### src/rtl/lane_wr_pkg.sv
package lane_wr_pkg;
  localparam int unsigned BYTE_BITS = 8;

  function automatic int unsigned lane_width(input int unsigned par_bits);
    return BYTE_BITS + par_bits;
  endfunction
endpackage

### src/rtl/lane_wr_decode.sv
module lane_wr_decode #(
  parameter int unsigned LANES = 4
) (
  input  logic             gwe_ni,
  input  logic             bwe_ni,
  input  logic [LANES-1:0] lane_en_ni,
  input  logic             adsp_ni,
  output logic [LANES-1:0] lane_wr_d_o,
  output logic             any_wr_d_o
);
  logic [LANES-1:0] lane_sel;

  // strobe edge masks the lane enables
  always_comb begin
    lane_sel = adsp_ni ? ~lane_en_ni : '0;
    if (!gwe_ni)      lane_wr_d_o = '1;
    else if (!bwe_ni) lane_wr_d_o = lane_sel;
    else              lane_wr_d_o = '0;
  end

  assign any_wr_d_o = |lane_wr_d_o;
endmodule

### src/rtl/lane_wr_slice.sv
module lane_wr_slice
  import lane_wr_pkg::*;
#(
  parameter int unsigned PAR_BITS = 1,
  localparam int unsigned W = lane_width(PAR_BITS)
) (
  input  logic         clk_i,
  input  logic         rst_ni,
  input  logic         wr_en_i,
  input  logic [W-1:0] d_i,
  output logic         wr_o,
  output logic [W-1:0] q_o
);
  logic                 wr_q;
  logic [BYTE_BITS-1:0] dat_q;

  always_ff @(posedge clk_i or negedge rst_ni) begin
    if (!rst_ni) begin
      wr_q  <= 1'b0;
      dat_q <= '0;
    end else begin
      wr_q <= wr_en_i;
      if (wr_en_i) dat_q <= d_i[BYTE_BITS-1:0];
    end
  end

  generate
    if (PAR_BITS > 0) begin : g_par
      logic [PAR_BITS-1:0] par_q;
      always_ff @(posedge clk_i or negedge rst_ni) begin
        if (!rst_ni)      par_q <= '0;
        else if (wr_en_i) par_q <= d_i[W-1:BYTE_BITS];
      end
      assign q_o = {par_q, dat_q};

      a_r7_par_hold: assert property (@(posedge clk_i) disable iff (!rst_ni)
        !wr_en_i |=> $stable(par_q));
    end else begin : g_nopar
      assign q_o = dat_q;
    end
  endgenerate

  assign wr_o = wr_q;

  a_r7_dat_hold: assert property (@(posedge clk_i) disable iff (!rst_ni)
    !wr_en_i |=> $stable(dat_q));
  a_r6_pulse_one: assert property (@(posedge clk_i) disable iff (!rst_ni)
    !wr_en_i |=> !wr_o);
endmodule

### src/rtl/lane_wr_decoder.sv
module lane_wr_decoder
  import lane_wr_pkg::*;
#(
  parameter int unsigned LANES    = 4,
  parameter int unsigned PAR_BITS = 1,
  localparam int unsigned W  = lane_width(PAR_BITS),
  localparam int unsigned DW = LANES * W
) (
  input  logic             clk_i,
  input  logic             rst_ni,
  input  logic             gwe_ni,
  input  logic             bwe_ni,
  input  logic [LANES-1:0] lane_en_ni,
  input  logic             adsp_ni,
  input  logic             oe_ni,
  input  logic [DW-1:0]    wdata_i,
  output logic [LANES-1:0] lane_wr_o,
  output logic             cyc_write_o,
  output logic             dq_oe_o,
  output logic [DW-1:0]    wdata_q_o
);
  logic [LANES-1:0] lane_wr_d;
  logic             any_wr_d;
  logic             cyc_write_q;

  lane_wr_decode #(.LANES(LANES)) i_decode (
    .gwe_ni      (gwe_ni),
    .bwe_ni      (bwe_ni),
    .lane_en_ni  (lane_en_ni),
    .adsp_ni     (adsp_ni),
    .lane_wr_d_o (lane_wr_d),
    .any_wr_d_o  (any_wr_d)
  );

  generate
    for (genvar l = 0; l < LANES; l++) begin : g_lane
      lane_wr_slice #(.PAR_BITS(PAR_BITS)) i_slice (
        .clk_i   (clk_i),
        .rst_ni  (rst_ni),
        .wr_en_i (lane_wr_d[l]),
        .d_i     (wdata_i[l*W +: W]),
        .wr_o    (lane_wr_o[l]),
        .q_o     (wdata_q_o[l*W +: W])
      );
    end
  endgenerate

  always_ff @(posedge clk_i or negedge rst_ni) begin
    if (!rst_ni) cyc_write_q <= 1'b0;
    else         cyc_write_q <= any_wr_d;
  end

  assign cyc_write_o = cyc_write_q;
  // asynchronous output enable, gated by registered write state
  assign dq_oe_o     = !oe_ni && !cyc_write_q;

  a_r1_global_all: assert property (@(posedge clk_i) disable iff (!rst_ni)
    !gwe_ni |=> (lane_wr_o == '1));
  a_r3_bwe_read: assert property (@(posedge clk_i) disable iff (!rst_ni)
    (gwe_ni && bwe_ni) |=> (lane_wr_o == '0) && !cyc_write_o);
  a_r5_strobe_mask: assert property (@(posedge clk_i) disable iff (!rst_ni)
    (gwe_ni && !adsp_ni) |=> (lane_wr_o == '0));
  a_r8_class_match: assert property (@(posedge clk_i) disable iff (!rst_ni)
    cyc_write_o == (lane_wr_o != '0));
  a_r9_drive_off: assert property (@(posedge clk_i) disable iff (!rst_ni)
    cyc_write_o |-> !dq_oe_o);
endmodule

### config.mk
export PLATFORM = sky130hd
export DESIGN_NAME = lane_wr_decoder
export DESIGN_NICKNAME = d
export VERILOG_FILES = /design/src/rtl/lane_wr_pkg.sv /design/src/rtl/lane_wr_decode.sv /design/src/rtl/lane_wr_slice.sv /design/src/rtl/lane_wr_decoder.sv
export SDC_FILE = /design/constraint.sdc
export NUM_CORES = 1
export LEC_CHECK = 0
export BUFFER_PORTS_ARGS = -buffer_cell sky130_fd_sc_hd__buf_2
export CORE_MARGIN = 5
export CORE_UTILIZATION = 45
export CTS_CLUSTER_DIAMETER = 80
export CTS_CLUSTER_SIZE = 25
export DETAILED_ROUTE_END_ITERATION = 10
export GPL_TIMING_DRIVEN = 0
export HOLD_SLACK_MARGIN = 0.15
export PLACE_DENSITY = 0.74
export SLEW_MARGIN = 0
export SYNTH_ARGS = -nofsm -noshare
export SYNTH_HDL_FRONTEND = slang
export SYNTH_SLANG_ARGS = --single-unit
### constraint.sdc
create_clock -name clk_i -period 1.05 [get_ports clk_i]
set_input_delay 0.1575 -clock clk_i [delete_from_list [all_inputs] [get_ports clk_i]]
set_output_delay 0.1575 -clock clk_i [all_outputs]
set_load 0.01 [all_outputs]
# == After elaboration in Yosys (flattened, before gate mapping) ==
# Index checks and enable logic that the tools add are counted.
# op_classes
mux,3
reduce_logical,4
n_bitwise,1
# ops
operator,count
$mux W4,3
$not A4 Y4,1
$reduce_or A4 Y1,1
$logic_not A1 Y1,2
$logic_and A1 B1 Y1,1
# totals
regBits,41
output_inout_bits,42
in_bits,46
wordCells,21

# == Logic depth before layout (Yosys ltp) ==
# logic_depth
ltp_word,5
depth_mapped,4
ltp_nobuf,2

# == Modules after synthesis ==
# A second synthesis with hierarchy kept.
# unflattened
hier_cells,93
hier_area_um2,1696.6
# by_module_without_submodules
mod,cells_each,area_each_um2,seq_area_each_um2,instances
lane_wr_slice,21,404.1,250.2,4
lane_wr_decode,7,51.3,0.0,1
lane_wr_decoder,2,28.8,25.0,1

# == Worst setup path after synthesis ==
# Ideal clock, no wire load.
# synth_path
path_kind,input port to flip-flop
start,input port adsp_ni
end,register g_lane[0].i_slice.dat_q[0]
stages,3
path_buffers,1
t_required_ns,0.911
t_arrival_ns,0.763
setup_time_ns,0.139
slack_ns,0.149
cell_sequence,buf_2 -> nor3b_4 -> o211ai_1
# synth_between
elab_chain_cells,3
# synth_lines
element,line,rtl
from (decl),lane_wr_decoder.sv:14,"input logic adsp_ni,"
$mux W4,lane_wr_decode.sv:15,lane_sel = adsp_ni ? ~lane_en_ni : '0;
$mux W4,lane_wr_decode.sv:17,else if (!bwe_ni) lane_wr_d_o = lane_sel;
$mux W4,lane_wr_decode.sv:16,if (!gwe_ni) lane_wr_d_o = '1;
to (signal assigned),lane_wr_slice.sv:23,if (wr_en_i) dat_q <= d_i[BYTE_BITS-1:0];
to (decl),lane_wr_slice.sv:15,logic [BYTE_BITS-1:0] dat_q;
# No other way between the ends.
# A chain may end at the register's enable or synchronous reset.

# == Worst setup path in the final report ==
# layout_path
start,register cyc_write_q (netlist: cyc_write_o)
end,output port dq_oe_o
# layout_between
elab_chain_cells,2
# layout_lines
element,line,rtl
from (decl),lane_wr_decoder.sv:24,logic cyc_write_q;
from (signal assigned),lane_wr_decoder.sv:50,else cyc_write_q <= any_wr_d;
$logic_not A1 Y1,lane_wr_decoder.sv:55,assign dq_oe_o = !oe_ni && !cyc_write_q;
$logic_and A1 B1 Y1,lane_wr_decoder.sv:55,
to (decl),lane_wr_decoder.sv:19,"output logic dq_oe_o,"
# No other way between the ends.

==> results.yml <==
status:
  status: "finished, violations left"
  violations: "negative hold slack, negative setup slack"
synth:
  synth_mux_area_frac: 0
  synthXorXnorAreaFrac: 0
  ys.flop_type: "dfrtp_1"
  synth_edf_count: 0
  synthCells: 227
  yosysMostFrequentCell: "dfrtp_1"
  yosysTopAreaCell: "dfrtp_1"
  yosys-top-cells-area: "dfrtp_1 (44%), nand4bb_1 (17%), o211ai_1 (12%)"
  yosysSeqAreaShare: 0.440
  synth_fa_ha_area_frac: 0
  async_reset_ff_frac: 1.00
  synth.net_count: 273
  synth_compound_gate_area_share: 0.129
  synth.ff_latch_count: 41
  synth_top_area_frac: 0.440
  synthSimpleGateAreaFrac: 0.364
  ys_warn_count: 0
  synth_top_family_by_area: "simple AND/OR/NAND/NOR gates"
  synth_cell_types: 15
  synth_area_per_cell_sq_um: 10.3
  synth.cell_area_sq_um: 2330
  ys_top_cells_by_count: "dfrtp_1 (41), nand2b_1 (37), nand2_1 (36), nand4bb_1 (36), o211ai_1 (36)"
global_route:
  grt-ovfl-total: 0
  grt_pass1_vias: 2177
  grtUsageTotal: 0.211
  grt_max_degree: 42
  grt_first_pass_wirelength_um: 10900
  antenna_found_initial: 0
sta:
  final_hold_viol_count: 15
  rsz0062_at_grt: "true"
  maxSlewHeadroom: 0.399
  hold_slack_ns: -0.00708
  min_period_over_period: 1.01
  setup_viol: 1
  slew_viol_final: 0
  setup_ws_ns: -0.0154
  fin_skew_ns: 0
  clock.fmax_mhz: 939
  period_minus_slack_ns: 1.07
  worstMarginPinSlew_ns: 0.902
floorplan:
  die_h_um: 82.0
  core_sq_um: 5070
  die_w_um: 82.0
  fp-row-count: 26
  initial_utilization: 0.460
  die-area_sq_um: 6720
  num_io_pins: 88
power:
  power_w: 0.00396
  combPwrFrac: 0.252
  swShare: 0.282
  power.internal_w: 0.00285
  p_leak_nw: 1.46
  ir_drop_uv: 818
  pwr-share-seq: 0.461
  p_sw_w: 0.00112
  p_per_area_nw_per_um2: 1170
  power.share.clock: 0.288
placement:
  io_buffers: 86
  hpwlAfterDp_um: 4500
  place_congestion: 0.744
  dp.cells: 383
worst_setup_path:
  cp_data_required_time_ns: 0.89
  cp_data_arrival_time_ns: 0.91
  crit_path_max_fanout: 2
  crit-reg2reg-launch: "g_lane[1].i_slice.g_par.par_q$_DFFE_PN0P_"
  start_kind: "register"
  cp-startpoint: "cyc_write_o$_DFF_PN0_"
  cp-end-kind: "output pin"
  path_class: "register to output pin"
clocking:
  cts_buffer_depth: 2
  path_clk_slew_ns: 0.08
  clkLatencyLatePin_ns: 0.29
  cts_hold_buf: 36
  htree_levels: 2
  root_buffer: "clkbuf_8"
  cts_tree: "built"
  cts_sinks: 41
  numCtsBuffers: 5
detailed_routing:
  avgViaCountPerCell: 5.27
  vias: 2236
  drtAntennaViolNets: 0
  wl_per_cell_um: 15.9
  firstDrtPassIters: 4
  drt_iter0_markers: 174
  route.detailed.drc: 0
  finalWirelength_um: 6730
final_layout:
  antenna_cells: 0
  nets: 399
  nFillCells: 418
  areaGrowthSynthToFinish_pct: 44.6
  layout-drive-gt1-share: 0.319
  multi_input_area_sq_um: 1160
  instances_no_fill: 424
  regArea_sq_um: 1030
job:
  max_cap_violations: 0
worst_hold_path:
  hp-class: "input pin to async pin"
[layer usage]
metal / vias to the layer above / GRT usage / share of wire
met2: 62 / 0.342 / 0.48
li1: 1071 / - / -
met4: 0 / 0.0681 / 0.019
met1: 1091 / 0.279 / 0.45
met5: - / 0 / 0
met3: 12 / 0.0471 / 0.049
[sequential cells by signal (all words and copies together) (netlist names)]
signal and count:
g_lane.i_slice.g_par.par_q 4, g_lane.i_slice.wr_o 4, g_lane.i_slice.dat_q 32, cyc_write_o 1
[power groups by stage]
| stage | clock [W] | combinational, W | sequential, W |
|---|---|---|---|
| finish | 0.00114 | 0.000998 | 0.00183 |
| global route | 0.00124 | 0.00110 | 0.00184 |
| CTS | 0.00117 | 0.000981 | 0.00182 |
| detailed placement | 0 | 0.000870 | 0.00185 |
| global placement | 0 | 0.000855 | 0.00184 |
| floorplan | 0 | 0.000408 | 0.00191 |
[worst paths after layout]
path	to	slack [ns]	depth (start not counted)
worst max-delay path	dq_oe_o	-0.02	2
worst min-delay path	g_lane[3].i_slice.dat_q[3]$_DFFE_PN0P_	-0.007	1
worst max register to register	g_lane[1].i_slice.g_par.par_q$_DFFE_PN0P_	0.25	3
worst min register to register	g_lane[0].i_slice.dat_q[0]$_DFFE_PN0P_	0.55	2
max in group asynchronous	g_lane[1].i_slice.wr_o$_DFF_PN0_	0.49	1
min in group clk_i	g_lane[0].i_slice.dat_q[1]$_DFFE_PN0P_	0.19	3
[cells in the final DEF (no fill, tap or decap), drive strengths merged]
cell type,count
dlygate4sd3,36
nand2,36
buf,100
o211ai,36
inv,2
nand4bb,36
nand2b,37
clkbuf,18
nand3,1
dfrtp,41
clkinv,1
o21ai,4
nor3b,4
nor2,1
a311o,1
[critical path: stages, from the launching register on]
cell,delay (ns)
dfrtp_1,0.41
nor2_2,0.08
buf_2,0.14
[per-stage QoR]
step / area, sq um / setup TNS (ns) / worst slack [ns] / util
after floorplan: 2330 / 0 / 0.149 / -
after global placement: 2850 / -7.01 / -0.221 / 0.562
after detailed placement: 2850 / -7.41 / -0.237 / 0.562
after CTS: 3320 / -0.0234 / -0.0234 / 0.654
after global routing: 3370 / -0.0632 / -0.0632 / 0.665
final: 3370 / -0.0154 / -0.0154 / 0.665
[timing repair]
action,CTS,global route
gates resized for setup,8,2
endpoints found under the hold margin,77,41
setup buffers,2,3
endpoints found under the setup margin,9,22
pin swaps,1,0
[cell type report]
class | count | area share
multi-input combinational | 156 | 0.343
buffer | 20 | 0.0263
sequential | 41 | 0.304
tap | 70 | 0.0260
clock inverter | 1 | 0.00148
inverter | 2 | 0.00223
clock buffer | 7 | 0.0286
timing repair buffer | 127 | 0.268
[logic make-up (layout without fill, tap and decap cells)]
kind of cell,count (synthesis),count (layout)
AOI/OAI and AO/OA,41,41
buffers and inverters,30,157
DFF,41,41
and+or+nand+nor,115,115
(Power assumes the default switching activity.)
